===== config.mk =====
export PLATFORM = sky130hd
export DESIGN_NAME = oversample_rx
export DESIGN_NICKNAME = d
export VERILOG_FILES = /design/src/rtl/rx_pkg.sv /design/src/rtl/rx_sync.sv /design/src/rtl/rx_ctrl.sv /design/src/rtl/rx_datapath.sv /design/src/rtl/oversample_rx.sv
export SDC_FILE = /design/constraint.sdc
export NUM_CORES = 1
export LEC_CHECK = 0
export ABC_AREA = 1
export BUFFER_PORTS_ARGS = -buffer_cell sky130_fd_sc_hd__buf_2
export CAP_MARGIN = 25
export CORE_MARGIN = 1
export CORE_UTILIZATION = 61
export CTS_CLUSTER_DIAMETER = 50
export CTS_CLUSTER_SIZE = 30
export DETAILED_ROUTE_END_ITERATION = 10
export PLACE_DENSITY = 0.82
export SLEW_MARGIN = 0
export SYNTH_ARGS = -nofsm -noshare
export SYNTH_HDL_FRONTEND = slang
export SYNTH_HIERARCHICAL = 1
export SYNTH_SLANG_ARGS = --single-unit

===== constraint.sdc =====
create_clock -name clk -period 2.78 [get_ports clk]
set_input_delay 0.556 -clock clk [delete_from_list [all_inputs] [get_ports clk]]
set_output_delay 0.556 -clock clk [all_outputs]
set_load 0.03 [all_outputs]

===== src/rtl/rx_pkg.sv =====
package rx_pkg;

  localparam int OSR       = 16;
  localparam int RX_DATA_W = 9;
  localparam int MIN_BITS  = 5;

  typedef enum logic [2:0] {
    ST_IDLE,
    ST_START,
    ST_DATA,
    ST_PARITY,
    ST_STOP
  } rxState_t;

  // strobes from control to datapath, each valid for one clock
  typedef struct packed {
    logic startOk;
    logic dataSample;
    logic paritySample;
    logic stopSample;
  } rxStrobe_t;

  typedef struct packed {
    logic                 frmErr;
    logic                 parErr;
    logic [RX_DATA_W-1:0] data;
  } rxEntry_t;

  function automatic logic [3:0] clampBits(input logic [3:0] req);
    if (req < 4'(MIN_BITS))       return 4'(MIN_BITS);
    else if (req > 4'(RX_DATA_W)) return 4'(RX_DATA_W);
    else                          return req;
  endfunction

endpackage


===== src/rtl/rx_sync.sv =====
module rx_sync #(
  parameter int STAGES = 2
) (
  input  logic clk,
  input  logic rstN,
  input  logic din,
  output logic dout
);
  logic [STAGES-1:0] chain;

  always_ff @(posedge clk or negedge rstN) begin
    if (!rstN) chain <= '1;
    else       chain <= {chain[STAGES-2:0], din};
  end

  assign dout = chain[STAGES-1];
endmodule


===== src/rtl/rx_ctrl.sv =====
module rx_ctrl
  import rx_pkg::*;
(
  input  logic       clk,
  input  logic       rstN,
  input  logic       tickEn,
  input  logic       rxSync,
  input  logic [3:0] cfgDataBits,
  input  logic       cfgParityEn,
  output rxStrobe_t  strobe,
  output logic       breakDet
);
  localparam int PH_W     = $clog2(OSR);
  localparam int HALF     = OSR / 2;
  localparam int CNT_W    = $clog2(OSR * (RX_DATA_W + 3) + 1);
  // phase loaded after an accepted edge so that the sample lands mid-slot
  localparam logic [PH_W-1:0] RESYNC_PH = PH_W'(HALF + 2);
  localparam logic [PH_W-1:0] LAST_PH   = PH_W'(OSR - 1);

  rxState_t          state;
  logic [PH_W-1:0]   phase;
  logic [3:0]        bitCnt;
  logic [1:0]        hist;
  logic [CNT_W-1:0]  lowCnt;
  logic [CNT_W-1:0]  charTicks;
  logic [3:0]        effBits;
  logic              fallEdge;
  logic              edgeOk;
  logic              atSample;

  assign effBits   = clampBits(cfgDataBits);
  assign charTicks = CNT_W'((32'(effBits) + 2 + 32'(cfgParityEn)) * OSR);
  assign fallEdge  = !rxSync && hist[0];
  // a new level counts once it has been seen on two strobes in a row
  assign edgeOk    = (rxSync == hist[0]) && (hist[0] != hist[1]);
  assign atSample  = (phase == LAST_PH);

  always_comb begin
    strobe = '0;
    if (tickEn) begin
      unique case (state)
        ST_START:  strobe.startOk      = !rxSync && (phase == PH_W'(HALF - 1));
        ST_DATA:   strobe.dataSample   = atSample;
        ST_PARITY: strobe.paritySample = atSample;
        ST_STOP:   strobe.stopSample   = atSample;
        default:   strobe = '0;
      endcase
    end
  end

  always_ff @(posedge clk or negedge rstN) begin
    if (!rstN) begin
      state  <= ST_IDLE;
      phase  <= '0;
      bitCnt <= '0;
      hist   <= 2'b11;
    end else if (tickEn) begin
      hist <= {hist[0], rxSync};
      unique case (state)
        ST_IDLE: begin
          if (fallEdge) begin
            state <= ST_START;
            phase <= PH_W'(1);
          end
        end
        ST_START: begin
          if (rxSync) begin
            state <= ST_IDLE;
          end else if (phase == PH_W'(HALF - 1)) begin
            state  <= ST_DATA;
            phase  <= '0;
            bitCnt <= '0;
          end else begin
            phase <= phase + PH_W'(1);
          end
        end
        ST_DATA, ST_PARITY, ST_STOP: begin
          if (atSample) begin
            phase <= '0;
            if (state == ST_DATA) begin
              bitCnt <= bitCnt + 4'd1;
              if (bitCnt == effBits - 4'd1)
                state <= cfgParityEn ? ST_PARITY : ST_STOP;
            end else if (state == ST_PARITY) begin
              state <= ST_STOP;
            end else begin
              state <= ST_IDLE;
            end
          end else if (edgeOk) begin
            phase <= RESYNC_PH;
          end else begin
            phase <= phase + PH_W'(1);
          end
        end
        default: state <= ST_IDLE;
      endcase
    end
  end

  always_ff @(posedge clk or negedge rstN) begin
    if (!rstN)                 lowCnt <= '0;
    else if (tickEn) begin
      if (rxSync)              lowCnt <= '0;
      else if (lowCnt < charTicks) lowCnt <= lowCnt + CNT_W'(1);
    end
  end

  assign breakDet = (lowCnt >= charTicks);
endmodule


===== src/rtl/rx_datapath.sv =====
module rx_datapath
  import rx_pkg::*;
#(
  parameter int FIFO_DEPTH = 4
) (
  input  logic                 clk,
  input  logic                 rstN,
  input  logic                 rxSync,
  input  rxStrobe_t            strobe,
  input  logic [3:0]           cfgDataBits,
  input  logic                 cfgParityEn,
  input  logic                 cfgParityOdd,
  input  logic                 popEn,
  output logic [RX_DATA_W-1:0] popData,
  output logic                 popParErr,
  output logic                 popFrmErr,
  output logic                 dataAvail,
  output logic                 fifoFull,
  output logic                 overrun
);
  localparam int AW = (FIFO_DEPTH > 1) ? $clog2(FIFO_DEPTH) : 1;

  logic [RX_DATA_W-1:0] shiftReg;
  logic                 parAcc;
  logic [3:0]           effBits;
  rxEntry_t             newEntry;
  rxEntry_t             holdEntry;
  logic                 holdValid;
  logic                 moveHold;
  logic                 doPop;
  rxEntry_t             mem [FIFO_DEPTH];
  logic [AW:0]          wrPtr;
  logic [AW:0]          rdPtr;
  logic                 empty;

  assign effBits = clampBits(cfgDataBits);

  // serial to parallel with running parity
  always_ff @(posedge clk or negedge rstN) begin
    if (!rstN) begin
      shiftReg <= '0;
      parAcc   <= 1'b0;
    end else if (strobe.startOk) begin
      shiftReg <= '0;
      parAcc   <= 1'b0;
    end else if (strobe.dataSample) begin
      shiftReg <= {rxSync, shiftReg[RX_DATA_W-1:1]};
      parAcc   <= parAcc ^ rxSync;
    end else if (strobe.paritySample) begin
      parAcc   <= parAcc ^ rxSync;
    end
  end

  always_comb begin
    newEntry.data   = shiftReg >> (4'(RX_DATA_W) - effBits);
    newEntry.parErr = cfgParityEn && (parAcc ^ cfgParityOdd);
    newEntry.frmErr = !rxSync;
  end

  assign empty     = (wrPtr == rdPtr);
  assign fifoFull  = (wrPtr[AW] != rdPtr[AW]) && (wrPtr[AW-1:0] == rdPtr[AW-1:0]);
  assign dataAvail = !empty;
  assign moveHold  = holdValid && !fifoFull;
  assign doPop     = popEn && !empty;

  // holding stage between shifter and queue
  always_ff @(posedge clk or negedge rstN) begin
    if (!rstN) begin
      holdValid <= 1'b0;
      holdEntry <= '0;
      overrun   <= 1'b0;
    end else begin
      if (strobe.stopSample && holdValid && !moveHold) begin
        overrun <= 1'b1;
      end else begin
        if (doPop) overrun <= 1'b0;
        if (strobe.stopSample) begin
          holdEntry <= newEntry;
          holdValid <= 1'b1;
        end else if (moveHold) begin
          holdValid <= 1'b0;
        end
      end
    end
  end

  always_ff @(posedge clk) begin
    if (moveHold) mem[wrPtr[AW-1:0]] <= holdEntry;
  end

  always_ff @(posedge clk or negedge rstN) begin
    if (!rstN) begin
      wrPtr <= '0;
      rdPtr <= '0;
    end else begin
      if (moveHold) wrPtr <= wrPtr + (AW+1)'(1);
      if (doPop)    rdPtr <= rdPtr + (AW+1)'(1);
    end
  end

  always_comb begin
    if (empty) begin
      popData   = '0;
      popParErr = 1'b0;
      popFrmErr = 1'b0;
    end else begin
      popData   = mem[rdPtr[AW-1:0]].data;
      popParErr = mem[rdPtr[AW-1:0]].parErr;
      popFrmErr = mem[rdPtr[AW-1:0]].frmErr;
    end
  end
endmodule


===== src/rtl/oversample_rx.sv =====
module oversample_rx
  import rx_pkg::*;
#(
  parameter int FIFO_DEPTH  = 4,
  parameter int SYNC_STAGES = 2
) (
  input  logic                 clk,
  input  logic                 rstN,
  input  logic                 tickEn,
  input  logic                 rxLine,
  input  logic [3:0]           cfgDataBits,
  input  logic                 cfgParityEn,
  input  logic                 cfgParityOdd,
  input  logic                 popEn,
  output logic [RX_DATA_W-1:0] popData,
  output logic                 popParErr,
  output logic                 popFrmErr,
  output logic                 dataAvail,
  output logic                 fifoFull,
  output logic                 overrun,
  output logic                 breakDet
);
  logic      rxSync;
  rxStrobe_t ctrlStrobe;

  rx_sync #(.STAGES(SYNC_STAGES)) u_sync (
    .clk(clk), .rstN(rstN), .din(rxLine), .dout(rxSync)
  );

  rx_ctrl u_ctrl (
    .clk(clk), .rstN(rstN), .tickEn(tickEn), .rxSync(rxSync),
    .cfgDataBits(cfgDataBits), .cfgParityEn(cfgParityEn),
    .strobe(ctrlStrobe), .breakDet(breakDet)
  );

  rx_datapath #(.FIFO_DEPTH(FIFO_DEPTH)) u_dp (
    .clk(clk), .rstN(rstN), .rxSync(rxSync), .strobe(ctrlStrobe),
    .cfgDataBits(cfgDataBits), .cfgParityEn(cfgParityEn),
    .cfgParityOdd(cfgParityOdd), .popEn(popEn),
    .popData(popData), .popParErr(popParErr), .popFrmErr(popFrmErr),
    .dataAvail(dataAvail), .fifoFull(fifoFull), .overrun(overrun)
  );
endmodule


; ---- Word-level counts from Yosys, hierarchy flattened
; Memories as Yosys holds them, arrays and structs flattened.
; Index checks and enable logic that the tools add are counted.
[op_classes]
add_sub_neg = 9
order_cmp = 4
n_eq_ne = 19
n_shift = 1
n_mux = 43
bitwise_logic = 3
n_reduce_logical = 28
[op_table]
columns = cell, n
row1 = $mux 4, 12
row2 = $mux 9, 3
row3 = $mux 3, 8
row4 = $mux 8, 2
row5 = $mux 1, 15
row6 = $pmux 4 s3, 1
row7 = $reduce_bool 2->1, 5
row8 = $logic_and 1x1->1, 9
row9 = $pmux 3 s3, 1
row10 = $shr 9x4->9, 1
row11 = $add 4x1->4 const B, 2
row12 = $add 8x1->8 const B, 1
row13 = $ge 8x8->1, 1
row14 = $lt 8x8->1, 1
row15 = $ne 2x1->1 const B, 4
row16 = $pmux 4 s2, 1
row17 = $add 3x1->3 const B, 2
row18 = $eq 3x2->1 const B, 2
row19 = $reduce_and 2->1, 3
row20 = $reduce_and 6->1, 1
row21 = $reduce_bool 3->1, 2
row22 = $reduce_and 5->1, 1
row23 = $add 4x1->4, 1
row24 = $add 4x2->4 const B, 1
row25 = 22 further kinds, 27
[word_totals]
register_bits = 52
ram_bits = 44
in_bits = 11
output_inout_bits = 15
elab_cells = 123
mem_count = 1
[mem_list]
columns = name, words, width, rd, rd_clocked_by_memory_dff, write_ports, line_no
row1 = u_dp.mem, 4, 11, 1, 0, 1, rx_datapath.sv:31  ; rxEntry_t mem [FIFO_DEPTH];

; ---- Logic depth before layout (Yosys ltp)
; Gate-level depths: netlist of run 1.
[depth]
depth_word = 9
mapped_depth = 18
ltp_nobuf = 17

; ---- Cells and area by module
; The synthesis of run 1 kept the hierarchy.
[modules_own_cells]
columns = module, instances, cells_each, area_each_um2, seq_area_each_um2
row1 = rx_datapath, 1, 338, 3379.5, 2047.0
row2 = rx_ctrl, 1, 218, 1592.8, 528.0
row3 = rx_sync, 1, 2, 52.6, 52.6

; ---- Worst setup path after synthesis of run 1
; Ideal clock, no wire load.
[synth_path]
path_kind = input -> output
startpoint = input port cfgDataBits[3]
endpoint = output port breakDet
arrival_ps = 2219
required_time_ps = 2224
setup_slack_ps = 5
path_stages = 13
path_buffers = 1
path_cell_list = buf_4 inv_4 nand3_2 nand2_2 nand2_2 ha_1 inv_1 ha_1 ha_1 inv_1 nor2_1 o21bai_1 nand3_1
[synth_via]
elab_chain_cells = 6
elab_cells_between_ends = 7
classes_between = 2 x add/sub / 3 x order compare / 2 x mux
[synth_rtl]
columns = item, line_no
row1 = "start, declared", oversample_rx.sv:11  ; input logic [3:0] cfgDataBits,
row2 = $gt 4x4->1, rx_pkg.sv:31  ; else if (req > 4'(RX_DATA_W)) return 4'(RX_DATA_W);
row3 = $mux 4, rx_pkg.sv:31
row4 = $mux 4 *, rx_pkg.sv:30  ; if (req < 4'(MIN_BITS)) return 4'(MIN_BITS);
row5 = $add 4x2->4 *, rx_ctrl.sv:32  ; assign charTicks = CNT_W'((32'(effBits) + 2 + 32'(cfgParityEn)) * OSR);
row6 = $add 4x1->4 *, rx_ctrl.sv:32
row7 = $ge 8x8->1 *, rx_ctrl.sv:108  ; assign breakDet = (lowCnt >= charTicks);
row8 = "end, declared", oversample_rx.sv:21  ; output logic breakDet
; Mark *: on every way between the ends. The rest lies on a longest branch, timed or not.

; ---- Worst setup path in the final report of run 1
[layout_path]
startpoint = input port cfgDataBits[2]
endpoint = output port breakDet
; The elaborated chain is that of the path after synthesis.

==> flow_summary.ini, run 1 <==
[die]
die_area_mm2 = 0.008604
rows = 32
dieWidth_um = 92.76
ios = 26
die_h_um = 92.76
coreArea_mm2 = 0.007848
start_util_pct = 64.03

[global_route]
grt_pass1_wl_um = 16620
grt_antenna_before_repair = 0
first_global_vias = 3784
grt_overflow = 0
grt_usage_pct = 24.53
grt_max_degree = 53

[setup_path]
crit_path_end_kind = primary output
arrival_ns = 2.21
cp_max_fo = 3
worst-r2r-setup-slack_ns = 0.47
crit_required_ns = 2.22
crit_path_start_kind = primary input
crit_path_cell_trace = buf_8 > nor2_4 > nand2_1 > nand2_2 > nand2_4 > ha_4 > inv_4 > ha_4 > xnor2_2 > ha_1 > nand2_2 > nor3_2 > nand4_1 > nand3_2 > buf_6
cp-startpoint = cfgDataBits[2]
rr_startpoint = u_sync/chain[1]
cpPeakStageDelay_ns = 0.28
r2r_cells = 10
r2r_end = u_dp/parAcc
crit_family = simple AND/OR/NAND/NOR gates
crit_slowest_cell = ha_1
crit_type = primary input to primary output
path_buf_inv = 3

[timing]
finalMaxSlewViolations = 0
rsz0062_at_grt = true
fmax_mhz = 361.2
finalCriticalPeriod_ns = 2.768
clock_skew_ns = 0.008608
min_period_over_period_pct = 99.58
worstMarginPinSlew_ns = 0.6513
setup_violations = 0
relSlewSlack_pct = 56.58
report.final.hold_viol_count = 0

[placed_design]
portBuffers = 25
dp_hpwl_um = 6661
dpl_cell_area_mm2 = 0.005310
routabilityCongestion = 0.8411

[yosys]
synth.avg_cell_area_um2 = 9.005
synth_ff_type = dfrtp_1
synth_cell_types = 42
synth_simple_gate_area_share_pct = 23.41
synthAdderAreaFrac_pct = 4.482
synth_top_family_by_area = simple AND/OR/NAND/NOR gates
synth_mux_area_share_pct = 0.1992
synth_compound_area_share_pct = 9.537
synth-edff-count = 44
synth_xor_area_share_pct = 3.287
syn_nets = 587
netlist_area_mm2 = 0.005025
ys_warn_count = 6
netlist_instances = 558
async_reset_ff_share_pct = 54.17
synth-seq-cells = 96
yosysSeqAreaShare_pct = 52.29

[worst_hold_path]
hold_start = rxLine
hold-path-cell-count = 1
whs_endpoint = u_sync/chain[0]
min_path_type = primary input to flip-flop

[routing]
routed_via_density = 5.447
wl_per_cell_um = 13.80
wl_met2_um = 4947
wl_met3_um = 320
met1Wirelength_um = 4418
first_pass_iters = 4
num_vias = 3884
drt_wl_total_um = 9836
detail-route-antenna-nets = 0
drc_errors = 0
highest_layer = met4
dr.first_iter.drc_count = 223

[power_and_ir_drop]
leakage_nw = 2.770
netSwitchingPower_mw = 1.798
p_sw_share_pct = 41.95
power_frac_clock_pct = 21.6
ir_drop_mv = 0.2976
combPwrFrac_pct = 39.1
finalPower_mw = 4.287
p_per_area_mw_per_mm2 = 751.2
p_int_mw = 2.489
pwr-share-seq_pct = 39.3

[layout]
drive_gt1_share_pct = 20.29
nets = 635
syn2layout_area_growth_pct = 13.57
post-route-util_pct = 72.72
stdcell_area_mm2 = 0.005707
diodes = 0

[clock_tree]
tritoncts = built
cts_hold_buf = 0
clock-root-buffer = clkbuf_8
clock_sink_count = 96
clkLatencyLatePin_ns = 0.37
clock_path_buffers = 2
clk_pin_slew_ns = 0.10
h-tree-depth = 3
cts_made_buffers = 9

[flow_run]
maxCapViolCount = 0

[status]
status = complete, no violations
==> worst max-delay path by stage <==
stage,endpoint,slack [ns],depth (start not counted)
after floorplan,breakDet,0.005,13
final,breakDet,0.01,15
after detailed placement,breakDet,-0.15,15
after global routing,breakDet,-0.06,15
after CTS,breakDet,-0.04,15
after global placement,breakDet,-0.06,14
==> sequential cells by signal (all words and copies together) (netlist names), 3 cells and up <==
name            flops
u_ctrl/bitCnt       4
u_dp/mem           44
u_dp/shiftReg       9
u_dp/wrPtr          3
u_ctrl/phase        4
u_dp/rdPtr          3
u_ctrl/lowCnt       8
u_dp/holdEntry     11
u_ctrl/state        3
==> layout by cell type (no fill, tap or decap), drive strengths merged, types with 3 or more instances in the layout <==
cell	Yosys	final
nor2	69	69
o21ai	47	47
o32ai	11	11
inv	70	75
nand4	4	4
dfstp	4	4
ha	18	18
edfxtp	44	44
o31ai	4	4
a21oi	14	14
nor3	3	3
dfrtp	48	48
clkbuf	5	9
nand2	138	138
buf	8	50
clkinv	1	3
xor2	12	12
xnor2	6	6
nand3	45	45
==> kinds of logic (layout without fill, tap and decap cells) <==
group | after synthesis | after routing
AND/OR/NAND/NOR | 261 | 261
flip-flops | 96 | 96
buffers and inverters | 84 | 137
AO/OA/AOI/OAI | 80 | 80
adder cells (fa/ha/maj) | 18 | 18
XOR/XNOR | 18 | 18
multiplexers | 1 | 1
==> layout make-up <==
| type | instances | area, um^2 |
|---|---|---|
| repair buffers | 50 | 341.6 |
| multi-input cells | 378 | 2133 |
| well taps | 102 | 127.6 |
| flip-flops and latches | 96 | 2628 |
| clock inverters | 7 | 81.33 |
| clock buffers | 9 | 123.9 |
| fillers | 599 | 2141 |
| inverters | 71 | 271.5 |
==> power groups by stage <==
stage,registers (mW),clock network (mW),logic (mW)
floorplan,1.68,0,1.27
global placement,1.71,0,1.57
detailed placement,1.71,0,1.63
CTS,1.69,0.944,1.66
global route,1.70,0.987,1.86
finish,1.69,0.924,1.68
==> cells in the mapped netlist (2+ instances only) <==
cell      instances  area [um^2]
buf_2             4        20.02
nand2_4           3        33.78
xor2_1           11        96.34
nor3_1            3        15.01
nand4_1           2        12.51
nor2_4            2        22.52
ha_1             18        225.2
nor2_1           62        232.7
o32ai_1          11        96.34
inv_1            60        225.2
nand3_2           4        40.04
nor2_2            5        31.28
dfrtp_1          48         1201
a21oi_1          12        60.06
edfxtp_1         44         1321
dfstp_2           4        105.1
nand2_2          14        87.58
inv_2             9        33.78
o21ai_0          33        165.2
o21ai_1          13        65.06
nand4_2           2        25.02
nand3_1          41        205.2
clkbuf_1          5        18.77
buf_6             2        22.52
nand2_1         121        454.2
xnor2_1           6        52.55
o31ai_1           4        30.03
==> metrics by stage <==
step	setup TNS, ns	hold slack (ns)	cells	worst slack (ns)
floorplan	0	0.2604	558	0.005478
global placement	-0.06430	0.3474	686	-0.06430
detailed placement	-0.1505	0.3485	686	-0.1505
CTS	-0.04379	0.2687	710	-0.04379
global route	-0.06430	0.2738	713	-0.06430
finish	0	0.2812	713	0.01163
==> metal layers <==
metal	track usage, %	vias to the layer above
li1	-	1938
met1	31.00	1845
met2	43.01	87
met3	2.709	14
met4	9.872	0
met5	0	-
==> what timing repair did <==
| action | CTS | global route |
|---|---|---|
| gates resized for setup | 21 | 3 |
| pin swaps | 11 | 11 |
| endpoints found under the setup margin | 1 | 1 |
| buffers inserted | 8 | 3 |
==> worst register-to-register path, delay by kind of cell (launching register included) <==
family | cells | cell delay [ns]
simple gates | 5 | 0.82
flops | 1 | 0.66
compound gates | 3 | 0.48
buf+inv | 2 | 0.27
Power figures use the tool's default switching activity.
==> run 2, diff against run 1 <==
--- a/config.mk
+++ b/config.mk
@@ -14,7 +14,7 @@
 export CTS_CLUSTER_SIZE = 30
 export DETAILED_ROUTE_END_ITERATION = 10
 export PLACE_DENSITY = 0.82
-export SLEW_MARGIN = 0
+export SETUP_SLACK_MARGIN = 0.15
 export SYNTH_ARGS = -nofsm -noshare
 export SYNTH_HDL_FRONTEND = slang
 export SYNTH_HIERARCHICAL = 1
==> flow_summary.ini, run 2 (synthesized netlist as in run 1, its figures left out) <==
[die]
ios = 26
start_util_pct = 64.03
dieWidth_um = 92.76
die_area_mm2 = 0.008604
coreArea_mm2 = 0.007848
rows = 32
die_h_um = 92.76

[timing]
finalCriticalPeriod_ns = 2.758
fmax_mhz = 362.6
relSlewSlack_pct = 69.09
setup-tns-final_ns = 0
worstMarginPinSlew_ns = 0.4637
min_period_over_period_pct = 99.19
setup_violations = 0
finalMaxSlewViolations = 0
report.final.hold_viol_count = 0
clock_skew_ns = 0.01418
rsz0062_at_grt = true

[placed_design]
routabilityCongestion = 0.8940
dp_hpwl_um = 6847
dpl_cell_area_mm2 = 0.005383
portBuffers = 25
dpl.cell_count = 689

[routing]
detail-route-antenna-nets = 0
drt_wl_total_um = 9823
dr.first_iter.drc_count = 198
drc_errors = 0
wl_per_cell_um = 13.87
first_pass_iters = 5
routed_via_density = 5.470
num_vias = 3873

[global_route]
grt_pass1_wl_um = 16680
use_met1_pct = 30.91
grt_antenna_before_repair = 0
grt_overflow = 0
grtUsageMet2_pct = 42.22
grt_busiest_layer = met2
grt_usage_pct = 24.82
met3_usage_pct = 5.583
first_global_vias = 3782
grt_max_degree = 34

[clock_tree]
clock_path_buffers = 2
cts_made_buffers = 9
clk_pin_slew_ns = 0.10
clkLatencyLatePin_ns = 0.37
cts_hold_buf = 0
h-tree-depth = 3
clock-root-buffer = clkbuf_8
tritoncts = built
clock_sink_count = 96

[setup_path]
cp_max_fo = 3
r2r_end = u_dp/parAcc
crit_required_ns = 2.22
cpPeakStageDelay_ns = 0.30
worst-r2r-setup-slack_ns = 0.57
arrival_ns = 2.20
rr_startpoint = u_sync/chain[1]
crit_path_cell_trace = buf_8 > nor2_4 > nand2_2 > nand2_4 > nand2_4 > ha_4 > inv_4 > ha_4 > xnor2_2 > ha_1 > nand2_2 > nor3_2 > nand4_1 > nand3_2 > buf_6
crit_path_start_kind = primary input
crit_path_end_kind = primary output
crit_type = primary input to primary output
r2r_cells = 10
crit_slowest_cell = ha_1

[power_and_ir_drop]
ir_drop_mv = 0.3259
leakage_nw = 2.750
p_per_area_mw_per_mm2 = 751.2

[layout]
stdcell_area_mm2 = 0.005693
final_cells = 708
nets = 630
syn2layout_area_growth_pct = 13.30
diodes = 0
drive_gt1_share_pct = 20.30
largest_register_ffs = 44
mostFrequentLayoutCell = nand2_1
fillers = 580
mostFrequentLayoutCells = 119 x nand2_1, 61 x nor2_1, 58 x inv_1

[status]
status = complete, no violations

[worst_hold_path]
min_path_type = primary input to asynchronous set/reset pin

[flow_run]
maxCapViolCount = 0
==> run 2: worst max-delay path, delay by kind of cell <==
kind	cells	cell delay (ns)
and+or+nand+nor	8	0.72
xor gates and xnor gates	1	0.06
adders and majority gates	3	0.59
buffers and inverters	3	0.29
==> run 2: per-stage QoR <==
stage | worst slack, ns | util [%] | total power [mW] | hold slack (ns)
2_1_floorplan | 0.1413 | - | 2.960 | 0.2604
3_3_place_gp | -0.07384 | 68.59 | 3.289 | 0.3466
3_5_place_dp | -0.2142 | 68.59 | 3.351 | 0.3472
4_1_cts | -0.03188 | 72.10 | 4.249 | 0.1267
5_1_grt | -0.09943 | 72.54 | 4.561 | 0.1447
6_report | 0.02247 | 72.54 | 4.276 | 0.1264
==> run 2: power by group <==
group	internal [mW]	switching, mW
combinational	0.565	1.14
sequential	1.57	0.118
clock	0.350	0.537
total	2.48	1.79
==> run 2: timing repair <==
action,in CTS,in global routing
cloned,0,0
setup buffers,2,1
endpoints found under the setup margin,1,7
gates resized for setup,18,5
pin swaps,8,4
==> run 2: final cells by class <==
class / count / area, um^2 / share of cell area (%)
clock buffers: 9 / 123.9 / 2.176
clock inverters: 7 / 70.07 / 1.231
inverters: 71 / 275.3 / 4.835
multi-input cells: 378 / 2161 / 37.96
flip-flops and latches: 96 / 2628 / 46.15
well taps: 102 / 127.6 / 2.242
repair buffers: 45 / 307.8 / 5.407
==> run 2: worst max path at each step <==
| stage | startpoint | to | slack [ns] | cells after the start |
|---|---|---|---|---|
| CTS | cfgDataBits[1] | breakDet | -0.03 | 15 |
| global placement | cfgDataBits[2] | breakDet | -0.07 | 15 |
| finish | cfgDataBits[2] | breakDet | 0.02 | 15 |
| detailed placement | cfgDataBits[2] | breakDet | -0.21 | 15 |
| global route | cfgDataBits[2] | breakDet | -0.1 | 15 |
| floorplan | cfgDataBits[3] | breakDet | 0.14 | 14 |
==> run 2: metal layers <==
metal | wire length [um] | vias up
li1 | - | 1924
met3 | 374 | 22
met2 | 4934 | 101
met4 | 191 | 0
met1 | 4324 | 1826
met5 | 0 | -
